`config.mk`:
```
export PLATFORM = sky130hd
export DESIGN_NAME = seg_guard
export DESIGN_NICKNAME = d
export VERILOG_FILES = /design/src/rtl/seg_guard_pkg.sv /design/src/rtl/seg_access_rights.sv /design/src/rtl/seg_bound_chk.sv /design/src/rtl/seg_result_stage.sv /design/src/rtl/seg_guard.sv
export SDC_FILE = /design/constraint.sdc
export NUM_CORES = 1
export LEC_CHECK = 0
export ABC_AREA = 1
export BUFFER_PORTS_ARGS = -buffer_cell sky130_fd_sc_hd__buf_2
export CORE_ASPECT_RATIO = 1.75
export CORE_MARGIN = 5
export CORE_UTILIZATION = 25
export CTS_CLUSTER_DIAMETER = 120
export DETAILED_ROUTE_END_ITERATION = 16
export PLACE_DENSITY = 0.49
export SLEW_MARGIN = 20
export SYNTH_ARGS = -nofsm -noshare
export SYNTH_HDL_FRONTEND = slang
export SYNTH_SLANG_ARGS = --single-unit
```
`constraint.sdc`:
```
create_clock -name clk -period 1.8 [get_ports clk]
set_input_delay 0.18 -clock clk [delete_from_list [all_inputs] [get_ports clk]]
set_output_delay 0.18 -clock clk [all_outputs]
set_load 0.005 [all_outputs]
```
`src/rtl/seg_guard_pkg.sv`:
```
package seg_guard_pkg;

  // attribute bits of the segment being accessed
  typedef struct packed {
    logic readable;
    logic writable;
    logic expand_down;
  } seg_attr_t;

  // which bound rule applies to an access
  typedef enum logic [1:0] {
    RULE_UP_PLAIN   = 2'b00,
    RULE_UP_WRAP    = 2'b01,
    RULE_DOWN_PLAIN = 2'b10,
    RULE_DOWN_WRAP  = 2'b11
  } bound_rule_e;

endpackage

```
`src/rtl/seg_access_rights.sv`:
```
module seg_access_rights
  import seg_guard_pkg::*;
(
  input  seg_attr_t attr,
  input  logic      is_write,
  input  logic      is_exec,
  output logic      write_denied,
  output logic      read_denied,
  output logic      rights_fault
);

  function automatic logic data_read(input logic wr, input logic ex);
    return !wr && !ex;
  endfunction

  assign write_denied = is_write && !attr.writable;
  assign read_denied  = data_read(is_write, is_exec) && !attr.readable;
  assign rights_fault = write_denied || read_denied;

endmodule

```
`src/rtl/seg_bound_chk.sv`:
```
module seg_bound_chk
  import seg_guard_pkg::*;
#(
  parameter int ADDR_W = 32,
  parameter int SIZE_W = 4
) (
  input  logic [ADDR_W-1:0] addr,
  input  logic [SIZE_W-1:0] size,
  input  logic [ADDR_W-1:0] base,
  input  logic [ADDR_W-1:0] limit,
  input  logic              expand_down,
  output bound_rule_e       rule,
  output logic              bound_fault
);

  localparam int END_W = ADDR_W + 1;

  // end of the access, one bit wider than the address
  function automatic logic [END_W-1:0] access_end(input logic [ADDR_W-1:0] a,
                                                  input logic [SIZE_W-1:0] s);
    return {1'b0, a} + END_W'(s);
  endfunction

  function automatic logic [END_W-1:0] widen(input logic [ADDR_W-1:0] v);
    return {1'b0, v};
  endfunction

  logic [END_W-1:0] end_x;
  logic             lim_below_base;
  logic             end_past_limit;
  logic             addr_below_base;
  logic             addr_in_low;
  logic             end_reaches_base;

  assign end_x            = access_end(addr, size);
  assign lim_below_base   = limit < base;
  assign end_past_limit   = widen(limit) < end_x;
  assign addr_below_base  = addr < base;
  assign addr_in_low      = addr <= limit;
  assign end_reaches_base = end_x >= widen(base);

  assign rule = bound_rule_e'({expand_down, lim_below_base});

  always_comb begin
    unique case (rule)
      RULE_UP_PLAIN:   bound_fault = end_past_limit;
      RULE_UP_WRAP:    bound_fault = end_past_limit && addr_below_base;
      RULE_DOWN_PLAIN: bound_fault = addr_in_low && end_reaches_base;
      RULE_DOWN_WRAP:  bound_fault = addr_in_low || end_reaches_base;
      default:         bound_fault = 1'b0;
    endcase
  end

endmodule

```
`src/rtl/seg_result_stage.sv`:
```
module seg_result_stage #(
  parameter int ADDR_W = 32,
  parameter int CODE_W = 16
) (
  input  logic              clk,
  input  logic              rst_n,
  input  logic              in_valid,
  input  logic              fault,
  input  logic [ADDR_W-1:0] addr,
  output logic              out_valid,
  output logic              out_fault,
  output logic [CODE_W-1:0] out_code,
  output logic [ADDR_W-1:0] out_addr
);

  always_ff @(posedge clk or negedge rst_n) begin
    if (!rst_n) begin
      out_valid <= 1'b0;
      out_fault <= 1'b0;
      out_code  <= '0;
      out_addr  <= '0;
    end else begin
      out_valid <= in_valid;
      out_fault <= in_valid && fault;
      out_code  <= '0;
      if (in_valid) out_addr <= addr;
    end
  end

endmodule

```
`src/rtl/seg_guard.sv`:
```
module seg_guard
  import seg_guard_pkg::*;
#(
  parameter int ADDR_W = 32,
  parameter int SIZE_W = 4,
  parameter int CODE_W = 16
) (
  input  logic              clk,
  input  logic              rst_n,
  input  logic              in_valid,
  input  logic [ADDR_W-1:0] in_addr,
  input  logic [SIZE_W-1:0] in_size,
  input  logic              is_write,
  input  logic              is_exec,
  input  logic [ADDR_W-1:0] seg_base,
  input  logic [ADDR_W-1:0] seg_limit,
  input  logic              seg_readable,
  input  logic              seg_writable,
  input  logic              seg_expand_down,
  input  logic              efer_lma,
  input  logic              cs_long_mode,
  output logic              out_valid,
  output logic              out_fault,
  output logic [CODE_W-1:0] out_code,
  output logic [ADDR_W-1:0] out_addr
);

  seg_attr_t   attr;
  bound_rule_e rule_w;
  logic        checks_on;
  logic        write_denied_w;
  logic        read_denied_w;
  logic        rights_fault_w;
  logic        bound_fault_w;
  logic        fault_now;

  assign attr      = '{readable: seg_readable, writable: seg_writable,
                       expand_down: seg_expand_down};
  assign checks_on = !(efer_lma && cs_long_mode);

  seg_access_rights u_rights (
    .attr         (attr),
    .is_write     (is_write),
    .is_exec      (is_exec),
    .write_denied (write_denied_w),
    .read_denied  (read_denied_w),
    .rights_fault (rights_fault_w)
  );

  seg_bound_chk #(.ADDR_W(ADDR_W), .SIZE_W(SIZE_W)) u_bound (
    .addr        (in_addr),
    .size        (in_size),
    .base        (seg_base),
    .limit       (seg_limit),
    .expand_down (seg_expand_down),
    .rule        (rule_w),
    .bound_fault (bound_fault_w)
  );

  assign fault_now = checks_on && (rights_fault_w || bound_fault_w);

  seg_result_stage #(.ADDR_W(ADDR_W), .CODE_W(CODE_W)) u_stage (
    .clk       (clk),
    .rst_n     (rst_n),
    .in_valid  (in_valid),
    .fault     (fault_now),
    .addr      (in_addr),
    .out_valid (out_valid),
    .out_fault (out_fault),
    .out_code  (out_code),
    .out_addr  (out_addr)
  );

endmodule

```
=== After elaboration in Yosys (flattened, before gate mapping) ===
Index checks and enable logic that the tools add are counted.

* $add $sub $neg: 1
* Order comparisons: 5
* Reductions and logical operators: 17
* Muxes and demuxes: 1
* Equal/unequal tests: 3

{| class="wikitable"
|+ Operator list
! kind !! count
|-
| < comparator 32 bit || 2
|-
| adder 32 x 4 -> 33 bit || 1
|-
| >= comparator 33 x 32 -> 1 bit || 1
|-
| < comparator 32 x 33 -> 1 bit || 1
|-
| less-or-equal comparator 32 bit || 1
|-
| logical AND 1 bit || 8
|-
| logical NOT 1 bit || 5
|-
| == test 2 bit (second input constant) || 2
|-
| case mux 1 bit (4 select lines) || 1
|-
| logical OR 1 bit || 3
|-
| == test 2 x 1 -> 1 bit (second input constant) || 1
|-
| logical NOT 2 bit || 1
|}

* Register bits: 34

=== Logic depth before layout (Yosys ltp) ===
Gate-level depths: netlist of the first run.

* Depth in word-level cells: 7
* Gate-level depth with buffers: 28

=== By module ===
Synthesis of the first run repeated with hierarchy kept, for this count alone.

* Cells, all modules: 933
* Area, all modules: 6,354.8 um2

{| class="wikitable"
|+ By module, submodules not included
! module !! area an instance (um2) !! instances !! cells each
|-
| seg_bound_chk || 4,840.9 || 1 || 764
|-
| seg_result_stage || 1,468.9 || 1 || 157
|-
| seg_access_rights || 30.0 || 1 || 8
|-
| seg_guard || 15.0 || 1 || 4
|}

=== Least setup slack after synthesis of the first run ===
OpenSTA, ideal clock, no wires.

* Kind: input to register
* From: input port in_addr[2]
* To: register u_stage.out_fault
* Path buffers: 0
* Data required time: 1,727 ps
* Stages: 26
* Setup time: 73 ps
* Setup slack: -1,038 ps
* Arrival: 2,765 ps
* Cells stage by stage: ha_1 nand3_1 nand2_1 nand2_2 a21oi_4 nand2_4 nor2_4 nand2_4 nor3_4 nand3_1 nand2_1 inv_1 ha_1 nand2_1 inv_1 nand3_1 nor3_1 nor2b_1 nand2_1 nand2_1 nand2_1 nand2_1 nand2_1 nand3_1 nand2_1 a21oi_2

* Longest elaborated chain between the ends: 7
* Elaborated cells on any way between the ends: 12
* Those cells by class: add/sub: 1; order compare: 4; mux: 1; reduce/logical: 6

{| class="wikitable"
|+ RTL lines
! item !! RTL line !! source
|-
| from (decl) || seg_guard.sv:11 || <nowiki>input logic [ADDR_W-1:0] in_addr,</nowiki>
|-
| adder 32 x 4 -> 33 bit || seg_bound_chk.sv:21 || <nowiki>return {1'b0, a} + END_W'(s);</nowiki>
|-
| >= comparator 33 x 32 -> 1 bit or < comparator 32 x 33 -> 1 bit (tied branches) || seg_bound_chk.sv:40, seg_bound_chk.sv:37 ||
|-
| logical OR 1 bit (tied with other cells) || seg_bound_chk.sv:49 || <nowiki>RULE_DOWN_WRAP: bound_fault = addr_in_low || end_reaches_base;</nowiki>
|-
| case mux 1 bit (4 select lines) (*) || seg_bound_chk.sv:45 || <nowiki>unique case (rule)</nowiki>
|-
| logical OR 1 bit (*) || seg_guard.sv:60 || <nowiki>assign fault_now = checks_on && (rights_fault_w || bound_fault_w);</nowiki>
|-
| logical AND 1 bit (*) || seg_guard.sv:60 ||
|-
| logical AND 1 bit (*) || seg_result_stage.sv:24 || <nowiki>out_fault <= in_valid && fault;</nowiki>
|-
| to (signal assigned) || seg_result_stage.sv:24 ||
|-
| to (decl) || seg_result_stage.sv:11 || <nowiki>output logic out_fault,</nowiki>
|}

Mark *: on every way between the ends. The rest lies on a longest branch, timed or not.
A chain may end at the register's enable or synchronous reset.

=== Worst setup path in the final report of the first run ===
* From: input port in_addr[3]
* To: register u_stage.out_fault

Same word-level chain as after synthesis.

==> impl_metrics.toml, run 1 <==
[clocking]
clk_latency_ps = 300
cts_buffer_depth = 2
cts_max_level = 2
cts_tree = "done"
cts_buffers = 5
cts_sinks = 34
clockRootBuffer = "clkbuf_16"
path_clk_slew_ps = 70

[worst_setup_path]
slowest_delay_ps = 290
path_class = "input pin to flip-flop"
cp_slowest_cell = "ha_4"
path_common_cell = "nand2_1"
critPathMaxFanout = 4
start_kind = "input pin"
worstPathArrival_ps = 3110
required_ps = 1990
end_kind = "flip-flop"

[synth]
synth_compound_area_share_pct = 10.4
ys_top_cells_by_area = "ha_1 32%, dfrtp_1 14%, nand2_1 13%"
ys.flop_type = "dfrtp_1"
syn_avg_cell_area_sq_um = 6.92
synth_mux_area_share_pct = 3.04
async_flop_share_pct = 100
synth_edf_count = 0
synth-xor-area-share_pct = 2.92
synth_top_area_share_pct = 32.0
yosys_warnings = 0
yosysTopAreaCell = "ha_1"
synth_top_family_by_area = "adder cells"
syn_inst = 911
synth_cell_type_count = 39
syn_area_sq_um = 6300
synth_fa_ha_area_share_pct = 32.3
ys_ff_latch = 34
ys_seq_area_share_pct = 13.5
yosys.area_share.simple_pct = 26.0

[timing]
timing.final.ws_setup_ps = -1110
worst_pin_slew_ps = 566
skew_ps = 0
finalHoldViolCount = 0
min_period_ps = 2910
min_period_over_period_pct = 162
max_freq_ghz = 0.343
worst_hold_slack_ps = 184
finalSetupViolations = 1
slew_headroom_pct = 62.3
finalMaxSlewViolations = 0
rsz0062_at_grt = "yes"

[status]
violations = "negative setup slack"
outcome = "finished with violations"

[global_route]
grt_max_degree = 50
grt_pass1_wl_um = 36100
gr-total-overflow = 0
grt_pass1_vias = 6942
antenna_found_initial = 1
grtUsageTotal_pct = 16.7

[floorplan]
ioPinCount = 160
die_w_um = 130
fp-row-count = 77
fp.dieH_um = 220
die_area_sq_um = 28600
start_util_pct = 25.2
coreArea_sq_um = 25000

[pwr]
powerDensity_nw_per_um2 = 405
ir_worst_vdd_mv = 0.278
power_mw = 3.75
leakage_nw = 5.27

[drt]
ant_nets = 0
post_drt_via_cell_ratio = 4.46
drt-initial-drc-count = 269
via_count = 6956
drt-pass1-iter-count = 4
post_drt_wl_per_cell_um = 15.6
drcViolationCount = 0
wl_um = 24300

[final_layout]
final_layout_size_suffix_gt1_share_pct = 33.8
nNetsFinal = 1513
final_util_pct = 36.9
area_growth_pct = 46.7

[placement]
place.gp.congestion = 0.863
portBuffers = 143
dp_hpwl_um = 21500

[job]
drv_cap = 0

[worst_hold_path]
min_path_type = "input pin to flip-flop"
## where the power goes
group | total (mW) | switching, mW | internal, mW
Combinational | 1.93 | 1.04 | 0.890
Sequential | 0.871 | 0.0359 | 0.836
Clock | 0.941 | 0.432 | 0.509
## layout make-up
type / count / area (sq um)
diodes: 1 / 2.50
multi-input cells: 710 / 5060
fillers: 2732 / 15800
inverters: 161 / 604
repair buffers: 329 / 2200
flip-flops and latches: 34 / 851
clock inverters: 1 / 7.51
well taps: 316 / 395
clock buffers: 6 / 129
## repair_timing
item                                    4_1_cts  5_1_grt
buffers inserted                              8        6
endpoints found under the setup margin        1        1
pin swaps                                    29       30
endpoints found under the hold margin        34        0
gates cloned                                  0        0
resized for setup                            28       40
hold buffers                                  1        0
## flip-flops by register name (all words and copies together) (netlist names)
| register | cells |
|---|---|
| u_stage.out_addr | 32 |
| u_stage.out_fault | 1 |
| u_stage.out_valid | 1 |
## cell families (layout without fill, tap and decap cells)
logic type,Yosys count,count (layout)
simple gates,373,373
other cells,1,17
flops,34,34
buf+inv,182,497
compound gates,121,121
mux,17,17
fa+ha+maj,162,162
xor+xnor,21,21
## cells in the final DEF (no fill, tap or decap), types with 9 or more instances in the layout
master / count
a21oi_1: 83
o21ai_0: 18
dfrtp_1: 34
xor2_1: 12
nand4_1: 14
nand3_1: 16
nor2_1: 67
nor3_1: 14
buf_2: 137
nand2_2: 10
ha_1: 154
buf_4: 179
nand2_1: 211
buf_6: 9
mux2_2: 17
inv_1: 154
conb_1: 16
## Yosys cell counts (2+ instances only)
library cell and count:
nor4_1 7, nand4_2 3, nor3_1 15, o21ai_0 18, o211ai_1 2, nand2_1 221, xnor2_1 2, xor2_1 19
nor2_1 71, o21a_1 4, inv_1 160, o21bai_1 3, nor3_4 2, buf_4 16, nand3b_1 2, nand4_1 14
ha_1 161, nor2_4 3, a21oi_1 85, a21o_1 5, nand2_2 2, clkbuf_1 5, nand3_1 20, mux2_2 17
nand2_4 2, nor3b_1 3, dfrtp_1 34, nor2_2 4
## routing by layer
metal  track usage [%]  part of all wire, %
met5                 0                    0
met4              7.18                  4.2
met3              1.24                  2.6
met2              34.4                   58
met1              16.2                   35
## final timing paths
path                            slack [ps]                        startpoint                                to  cells after the start
worst max-delay path                 -1110                        in_addr[3]       u_stage.out_fault$_DFF_PN0_                     25
max in group asynchronous              890                             rst_n  u_stage.out_addr[17]$_DFFE_PN0P_                      3
worst min-delay path                   180                        in_addr[0]   u_stage.out_addr[0]$_DFFE_PN0P_                      3
min in group asynchronous              500                             rst_n       u_stage.out_valid$_DFF_PN0_                      3
worst min register to register         500  u_stage.out_addr[23]$_DFFE_PN0P_  u_stage.out_addr[23]$_DFFE_PN0P_                      1
worst max register to register        1040  u_stage.out_addr[26]$_DFFE_PN0P_  u_stage.out_addr[26]$_DFFE_PN0P_                      1
## stage by stage
step           worst slack, ps  cell area, sq um  TNS [ps]  cells
2_1_floorplan             -986              6380      -986    926
3_3_place_gp             -1560              8650     -1560   1535
3_5_place_dp             -1570              8650     -1570   1535
4_1_cts                  -1140              9000     -1140   1551
5_1_grt                  -1270              9240     -1270   1558
6_report                 -1110              9240     -1110   1558
## critical path: cells and delay by family
kind,cells,cell delay (ps)
simple gates,15,1450
buf+inv,6,670
fa+ha+maj,2,570
xor+xnor,1,150
compound gates,1,60
(Power assumes the default switching activity.)
==> run 2, diff against run 1 <==
Settings changed: CTS_CLUSTER_SIZE from default to 8, GPL_TIMING_DRIVEN from default to 0.
Clock period 1.8 ns to 3.3 ns, I/O delays scaled along.
==> impl_metrics.toml, run 2 (synthesis results as in run 1) <==
[final_layout]
n_antenna_cell = 0
n_fill_cell = 2866
largest-register = "u_stage.out_addr"
area_growth_pct = 28.1
final-seq-area_sq_um = 851
layout_commonest_cell = "nand2_1"
largest_reg_flops = 32
final_cell_mix = "209 x nand2_1, 156 x inv_1, 154 x ha_1, 139 x buf_2, 82 x a21oi_1"
top_regs = "u_stage.out_addr: 32 flops, u_stage.out_fault: 1 flops, u_stage.out_valid: 1 flops"
multi_input_area_sq_um = 5030
nNetsFinal = 1363
final_area_sq_um = 8070
final_layout_size_suffix_gt1_share_pct = 24.3

[worst_setup_path]
cp_slowest_cell = "nor3_4"
r2r_slack_ps = 2510
path_delay_family = "simple AND/OR/NAND/NOR gates"
start_kind = "input pin"
required_ps = 3530
end_kind = "flip-flop"
worstPathArrival_ps = 3400
path_common_cell = "nand2_1"
path_class = "input pin to flip-flop"
rr_worst_depth = 1
slowest_delay_ps = 270
worst-path-buf-inv = 4
r2r_start = "u_stage.out_addr[21]$_DFFE_PN0P_"
worstReg2RegEnd = "u_stage.out_addr[21]$_DFFE_PN0P_"
critPathMaxFanout = 3

[global_route]
grt_max_degree = 35
gr-total-overflow = 0
grt_pass1_wl_um = 34000
met1_usage_pct = 15.6
antenna_found_initial = 0
grtUsageTotal_pct = 15.6
grt_pass1_vias = 6494
grt_use_met3_pct = 0.922
met2_usage_pct = 32.2
top_usage_layer = "met2"

[timing]
finalMaxSlewViolations = 0
skew_ps = 0
fin_setup_tns_ps = 0
max_freq_ghz = 0.315
slew_headroom_pct = 39.5
finalHoldViolCount = 0
worst_pin_slew_ps = 908
timing.final.ws_setup_ps = 130
min_period_over_period_pct = 96.1
min_period_ps = 3170
rsz0062_at_grt = "yes"
finalSetupViolations = 0
worst_hold_slack_ps = 151

[status]
outcome = "finished, final reports clean"

[clocking]
cts_max_level = 2
cts_tree = "done"
cts_buffer_depth = 2
path_clk_slew_ps = 60
clockRootBuffer = "clkbuf_16"
cts_buffers = 5
hold_buffers = 0
cts_sinks = 34
clk_latency_ps = 290

[floorplan]
die_w_um = 130
start_util_pct = 25.2
ioPinCount = 160
die_area_sq_um = 28600
coreArea_sq_um = 25000
fp.dieH_um = 220
fp-row-count = 77

[drt]
drt-pass1-iter-count = 4
wl_um = 22600
via_count = 6350
post_drt_via_cell_ratio = 4.51
drcViolationCount = 0
drt-initial-drc-count = 151
post_drt_wl_per_cell_um = 16.1
ant_nets = 0

[worst_hold_path]
min_path_type = "input pin to async pin"

[placement]
dp_hpwl_um = 20100
pre_cts_ws_ps = -796
placed_area_sq_um = 7470
place.gp.congestion = 0.855
portBuffers = 143

[pwr]
power_mw = 2.02
powerDensity_nw_per_um2 = 251
leakage_nw = 4.56
ir_worst_vdd_mv = 0.202

[job]
drv_cap = 0
[run 2: what timing repair did]
action                                  CTS  global route
endpoints found under the setup margin    1             1
gates resized for setup                  30            32
buffers inserted                         11             4
pin swaps                                17            27
[run 2: final cells by class]
cell class / instances / area share (%)
Sequential cell: 34 / 10.5
Multi-Input combinational cell: 710 / 62.3
Timing Repair Buffer: 158 / 10.6
Clock inverter: 3 / 0.852
Clock buffer: 5 / 1.55
Inverter: 161 / 7.49
Tap cell: 316 / 4.90
Buffer: 21 / 1.72
[run 2: worst max-delay path by stage]
stage                    start                     endpoint  slack, ps  depth (start not counted)
global route        in_addr[2]  u_stage.out_fault$_DFF_PN0_        -80                         29
detailed placement  in_addr[2]  u_stage.out_fault$_DFF_PN0_       -800                         27
global placement    in_addr[2]  u_stage.out_fault$_DFF_PN0_       -800                         27
floorplan           in_addr[2]  u_stage.out_fault$_DFF_PN0_        310                         26
CTS                 in_addr[2]  u_stage.out_fault$_DFF_PN0_          3                         26
finish              in_addr[0]  u_stage.out_fault$_DFF_PN0_        130                         25
[run 2: metal layers]
metal / wire length (um) / vias to the layer above
li1: - / 3309
met1: 8220 / 2891
met2: 13100 / 121
met3: 631 / 29
met4: 709 / 0
met5: 0 / -
[run 2: report_power, final]
group,internal (mW),total (mW),leakage (nW),switching (mW)
clock,0.435,0.648,0.0940,0.213
sequential,0.456,0.479,0.390,0.0231
combinational,0.365,0.897,4.07,0.532
total,1.26,2.02,4.56,0.768
[run 2: metrics by stage]
step	instances	util, %
after floorplan	926	-
final	1408	32.2
after CTS	1404	31.5
after detailed placement	1385	29.8
after global routing	1408	32.2
after global placement	1385	29.8
